[src/rtl/irq_pkg.sv]
package irq_pkg;
  localparam int unsigned N_CAUSE  = 3;
  localparam int unsigned IDX_VBUS = 0;
  localparam int unsigned IDX_TYPE = 1;
  localparam int unsigned IDX_DCD  = 2;
  typedef logic [N_CAUSE-1:0] cause_vec_t;
endpackage

[src/rtl/irq_debounce.sv]
module irq_debounce #(
  parameter int unsigned HOLD_TICKS = 30
) (
  input  logic clk,
  input  logic rst_n,
  input  logic tick,
  input  logic raw,
  output logic level
);
  localparam int unsigned CW = $clog2(HOLD_TICKS + 1);
  localparam logic [CW-1:0] LAST = CW'(HOLD_TICKS - 1);

  logic [CW-1:0] cnt_q;
  logic          stable_q;

  always_ff @(posedge clk or negedge rst_n) begin
    if (!rst_n) begin
      cnt_q    <= '0;
      stable_q <= 1'b0;
    end else if (raw == stable_q) begin
      cnt_q <= '0;
    end else if (tick) begin
      if (cnt_q == LAST) begin
        stable_q <= raw;
        cnt_q    <= '0;
      end else begin
        cnt_q <= cnt_q + 1'b1;
      end
    end
  end

  assign level = stable_q;


  deb_on_tick_chk: assert property (@(posedge clk) disable iff (!rst_n)
    (stable_q != $past(stable_q)) |-> ($past(tick) && ($past(raw) == stable_q)));


  deb_cnt_range_chk: assert property (@(posedge clk) disable iff (!rst_n)
    cnt_q < CW'(HOLD_TICKS));
endmodule

[src/rtl/irq_event_detect.sv]
module irq_event_detect
  import irq_pkg::*;
#(
  parameter int unsigned TYPE_W = 3
) (
  input  logic              clk,
  input  logic              rst_n,
  input  logic              vbus_lvl,
  input  logic [TYPE_W-1:0] chg_type,
  input  logic              dcd_to,
  output cause_vec_t        ev
);
  logic              vbus_prev;
  logic [TYPE_W-1:0] type_prev;
  logic              dcd_prev;

  always_ff @(posedge clk or negedge rst_n) begin
    if (!rst_n) begin
      vbus_prev <= 1'b0;
      type_prev <= '0;
      dcd_prev  <= 1'b0;
    end else begin
      vbus_prev <= vbus_lvl;
      type_prev <= chg_type;
      dcd_prev  <= dcd_to;
    end
  end

  always_comb begin
    ev           = '0;
    ev[IDX_VBUS] = vbus_lvl ^ vbus_prev;
    ev[IDX_TYPE] = (chg_type != type_prev);
    ev[IDX_DCD]  = dcd_to & ~dcd_prev;
  end
endmodule

[src/rtl/irq_cause_latch.sv]
module irq_cause_latch
  import irq_pkg::*;
(
  input  logic       clk,
  input  logic       rst_n,
  input  cause_vec_t ev,
  input  logic       clr,
  output cause_vec_t pend
);
  cause_vec_t pend_q;

  always_ff @(posedge clk or negedge rst_n) begin
    if (!rst_n) pend_q <= '0;
    else        pend_q <= (clr ? '0 : pend_q) | ev;
  end

  assign pend = pend_q;

  for (genvar i = 0; i < N_CAUSE; i++) begin : g_chk

    ev_kept_chk: assert property (@(posedge clk) disable iff (!rst_n)
      ev[i] |=> pend_q[i]);

    clr_only_read_chk: assert property (@(posedge clk) disable iff (!rst_n)
      ($past(pend_q[i]) && !pend_q[i]) |-> $past(clr));
  end
endmodule

[src/rtl/irq_pin_drv.sv]
module irq_pin_drv (
  input  logic en,
  input  logic pol,
  input  logic any_pend,
  output logic oe,
  output logic lvl
);
  assign oe  = en & any_pend;
  assign lvl = pol;
endmodule

[src/rtl/irq_status_gen.sv]
module irq_status_gen
  import irq_pkg::*;
#(
  parameter int unsigned HOLD_TICKS = 30,
  parameter int unsigned TYPE_W     = 3
) (
  input  logic                clk,
  input  logic                rst_n,
  input  logic                tick_1ms,
  input  logic                vbus_raw,
  input  logic [TYPE_W-1:0]   chg_type,
  input  logic                dcd_timeout,
  input  logic                det_busy,
  input  logic                status_rd,
  input  logic                irq_en,
  input  logic                irq_pol,
  output logic                vbus_ok,
  output logic [N_CAUSE-1:0]  cause_pend,
  output logic                irq_oe,
  output logic                irq_lvl
);
  cause_vec_t ev;
  cause_vec_t pend;

  irq_debounce #(.HOLD_TICKS(HOLD_TICKS)) u_deb (
    .clk(clk), .rst_n(rst_n), .tick(tick_1ms), .raw(vbus_raw), .level(vbus_ok)
  );

  irq_event_detect #(.TYPE_W(TYPE_W)) u_evt (
    .clk(clk), .rst_n(rst_n), .vbus_lvl(vbus_ok), .chg_type(chg_type),
    .dcd_to(dcd_timeout), .ev(ev)
  );

  irq_cause_latch u_lat (
    .clk(clk), .rst_n(rst_n), .ev(ev), .clr(status_rd), .pend(pend)
  );

  irq_pin_drv u_pin (
    .en(irq_en), .pol(irq_pol), .any_pend(|pend), .oe(irq_oe), .lvl(irq_lvl)
  );

  assign cause_pend = pend;


  vbus_cause_chk: assert property (@(posedge clk) disable iff (!rst_n)
    (vbus_ok != $past(vbus_ok)) |=> pend[IDX_VBUS]);


  dcd_cause_chk: assert property (@(posedge clk) disable iff (!rst_n)
    (dcd_timeout && !$past(dcd_timeout)) |=> pend[IDX_DCD]);


  mask_keeps_chk: assert property (@(posedge clk) disable iff (!rst_n)
    (!irq_en && !status_rd && (|pend)) |=> (|pend));


  busy_quiet_chk: assert property (@(posedge clk) disable iff (!rst_n)
    ((det_busy != $past(det_busy)) && (vbus_ok == $past(vbus_ok)) &&
     (chg_type == $past(chg_type)) && !(dcd_timeout && !$past(dcd_timeout)) &&
     !status_rd) |=> (pend == $past(pend)));
endmodule

[config.mk]
export PLATFORM = sky130hd
export DESIGN_NAME = irq_status_gen
export DESIGN_NICKNAME = d
export VERILOG_FILES = /design/src/rtl/irq_pkg.sv /design/src/rtl/irq_debounce.sv /design/src/rtl/irq_event_detect.sv /design/src/rtl/irq_cause_latch.sv /design/src/rtl/irq_pin_drv.sv /design/src/rtl/irq_status_gen.sv
export SDC_FILE = /design/constraint.sdc
export NUM_CORES = 1
export LEC_CHECK = 0
export BUFFER_PORTS_ARGS = -buffer_cell sky130_fd_sc_hd__buf_4
export CAP_MARGIN = 0
export CORE_UTILIZATION = 45
export CTS_BUF_LIST = sky130_fd_sc_hd__clkbuf_4 sky130_fd_sc_hd__clkbuf_8
export DETAILED_ROUTE_END_ITERATION = 6
export HOLD_SLACK_MARGIN = 0.02
export MAX_ROUTING_LAYER = met4
export PLACE_DENSITY_LB_ADDON = 0.2
export SETUP_SLACK_MARGIN = 0.02
export SLEW_MARGIN = 15
export SYNTH_ARGS = -nofsm -noshare
export SYNTH_HDL_FRONTEND = slang
export SYNTH_HIERARCHICAL = 1
export SYNTH_SLANG_ARGS = --single-unit
[constraint.sdc]
create_clock -name clk -period 2.37 [get_ports clk]
set_input_delay 0 -clock clk [delete_from_list [all_inputs] [get_ports clk]]
set_output_delay 0 -clock clk [all_outputs]
set_load 0.01 [all_outputs]
==> results.sh <==
export IMPL_outcome="complete, no violations"
export IMPL_initial_core_util=0.487
export IMPL_setup_viol=0
export IMPL_cts_resized=0
export IMPL_critical_path_max_stage_delay_ps=440
export IMPL_synth_nets=68
export IMPL_finalNetCount=93
export IMPL_filler_cell_count=112
export IMPL_place_ws_ps=974
export IMPL_via_count_of_the_first_global_routing_pass=437
export IMPL_hold_start="status_rd"
export IMPL_die_width_microns=39.5
export IMPL_critPathLaunch="u_deb/cnt_q[1]"
export IMPL_fin_util=0.663
export IMPL_seq_cells_post_synth=14
export IMPL_post_route_worst_setup_slack_ps=956
export IMPL_fin_tns_setup_ps=0
export IMPL_critPathLaunchType="register"
export IMPL_place_congestion=0.674
export IMPL_post_cts_setup_buffer_count=0
export IMPL_slew_headroom=0.683
export IMPL_drc=0
export IMPL_post_dp_cell_area_sq_um=746
export IMPL_synth_edff_count=0
export IMPL_die_area_sq_um=1560
export IMPL_yosys_cell_count_top_type="dfrtp_1"
export IMPL_layout_cell_area_non_filler_sq_um=862
export IMPL_core_area_sq_um=1300
export IMPL_globalRouteTotalUtil=0.173
export IMPL_cell_area_after_synthesis_sq_um=634
export IMPL_cts_clk_slew_worst_paths_ps=80
export IMPL_route_antenna_remaining_nets=0
export IMPL_synth_distinct_cells=25
export IMPL_clock_root_buffer_master="clkbuf_4"
export IMPL_total_power_mw=0.510
export IMPL_overall_overflow_remaining_after_global_route=0
export IMPL_worst_hold_path_type="primary input to register"
export IMPL_critical_path_peak_fanout=5
export IMPL_data_arrival_time_of_the_critical_path_ps=1580
export IMPL_timing_critical_path_to_type="register"
export IMPL_drt_wl_total_mm=1.14
export IMPL_cts_num_sinks=14
export IMPL_postSynthCellCount=54
export IMPL_worst_pin_slew_ps=472
export IMPL_dr_pass1_iters=3
export IMPL_async_s_r_ff_share_synth=1.00
export IMPL_final_layout_size_suffix_gt1_frac=0.269
export IMPL_timing_hold_violations_final=0
export IMPL_wl_per_cell_microns=12.3
export IMPL_cap_viol_max_count=0
export IMPL_die_h_microns=39.5
export IMPL_post_synth_cell_area_avg_sq_um=11.7
export IMPL_antennaDiodeCount=0
export IMPL_yosysWarnings=6
export IMPL_wire_length_of_the_first_global_routing_pass_mm=1.70
export IMPL_synthTopCellsByArea="dfrtp_1 (55%), xnor2_1 (5.5%), ha_1 (3.9%)"
export IMPL_routed_via_density=5.05
export IMPL_synth_ff_type="dfrtp_1"
export IMPL_peak_supply_drop_v=0.000346
export IMPL_total_via_count_in_the_routed_design=470
export IMPL_post_route_period_util=0.597
export IMPL_clk_path_buf_depth=2
export IMPL_power_density_nw_per_um2=591
export IMPL_area_growth_synth_to_final_pct=35.9
export IMPL_place_detailed_instances=81
export IMPL_synth_seq_area_share=0.552
export IMPL_cts_tree="yes"
export IMPL_fp_row_count=13
export IMPL_final_cells=93
export IMPL_synth_top_cell_area_share=0.552
export IMPL_max_freq_mhz=707
export IMPL_critical_path_buf_inv_count=1
export IMPL_crit_chain="inv_1 -> ha_1 -> nand4_4 -> nor2_2 -> mux2_1"
export IMPL_power_static_leakage_nw=0.410
export IMPL_timing_final_max_slew_violations=0
export IMPL_slowest_stage="dfrtp_1"
export IMPL_clock_skew_final_ps=1.00
export IMPL_worstPathRequired_ps=2530
export IMPL_postCtsHoldBufs=8
export IMPL_buffer_ports_inserted=14
export IMPL_drt_iter0_markers=2
export IMPL_detailedPlacementHpwl_microns=753
export IMPL_path_class="register to register"
export IMPL_worst_hold_slack_ps=33.4
export IMPL_synth_top_cells_by_count="dfrtp_1 (14), xnor2_1 (4), a21o_1 (3), a21oi_1 (3), nand2_1 (3)"
export IMPL_cts_buffers=3
export IMPL_layout_min_cycle_time_ps=1410
export IMPL_antenna_found_initial=0
export IMPL_r2r_start="u_deb/cnt_q[1]"
export IMPL_grt_start_max_net_pins=15
export IMPL_unrepaired_setup_endpoints_after_global_routing="false"
export IMPL_io_pins=18
export IMPL_worst_skew_late_latency_ps=270
export IMPL_worst_path_dominant_cell_family="flip-flops"
export IMPL_yosys_area_top_type="dfrtp_1"
export IMPL_htree_levels=1
power by group:
part           internal, mW  switching, mW  leakage (nW)
registers             0.252         0.0126         0.174
logic                0.0434         0.0327         0.216
clock network        0.0933         0.0753        0.0210
placed cells by master, fill, tap and decap left out, drive strengths merged, types with 2 or more instances in the layout:
cell type	synthesis	routed
a21oi	3	3
nand3b	2	2
a41oi	2	2
buf	2	14
clkbuf	0	4
inv	3	3
a21o	3	3
nand2	3	3
ha	2	2
dfrtp	14	14
xnor2	4	4
nand4	2	2
nand3	2	2
nor2	3	3
a311oi	2	2
dlygate4sd3	0	8
state kept, by name, summed over array words and instances (netlist names):
name,cells
u_lat/pend,3
u_evt/type_prev,3
u_evt/vbus_prev,1
u_deb/cnt_q,5
u_evt/dcd_prev,1
u_deb/level,1
cells by family (layout without fill, tap and decap cells):
logic type | Yosys count | after routing | share of synthesized area
and+or+nand+nor | 17 | 17 | 0.170
DFF | 14 | 14 | 0.552
AOI/OAI and AO/OA | 10 | 10 | 0.114
xor gates and xnor gates | 5 | 5 | 0.0690
buffers and inverters | 5 | 29 | 0.0375
adders and majority gates | 2 | 2 | 0.0394
muxes | 1 | 1 | 0.0178
layer usage:
| layer | vias to the layer above | track usage | routed length [microns] |
|---|---|---|---|
| met5 | - | - | 0 |
| met4 | 0 | 0.0776 | 0 |
| met3 | 0 | 0.0511 | 50 |
| met2 | 13 | 0.262 | 534 |
| met1 | 221 | 0.213 | 558 |
| li1 | 236 | - | - |
area by class of cell:
type,count,area [sq um],share of cell area
multi-input cells,35,260,0.302
inverters,3,11.3,0.0131
well taps,15,18.8,0.0218
repair buffers,22,185,0.215
flip-flops and latches,14,350,0.406
clock buffers,4,36.3,0.0421
worst min-delay path, cell delays in order:
cell    delay, ps
buf_4          80
inv_1          50
a21o_1        150
worst paths after layout:
check	end	slack [ps]	cells after the start
setup / recovery	u_deb/level	960	5
hold / removal	u_lat/pend[1]	30	3
setup reg to reg	u_deb/level	960	5
hold reg to reg	u_evt/vbus_prev	490	0
max in group asynchronous	u_lat/pend[1]	2080	2
min in group asynchronous	u_evt/dcd_prev	130	2
(Power assumes the default switching activity.)
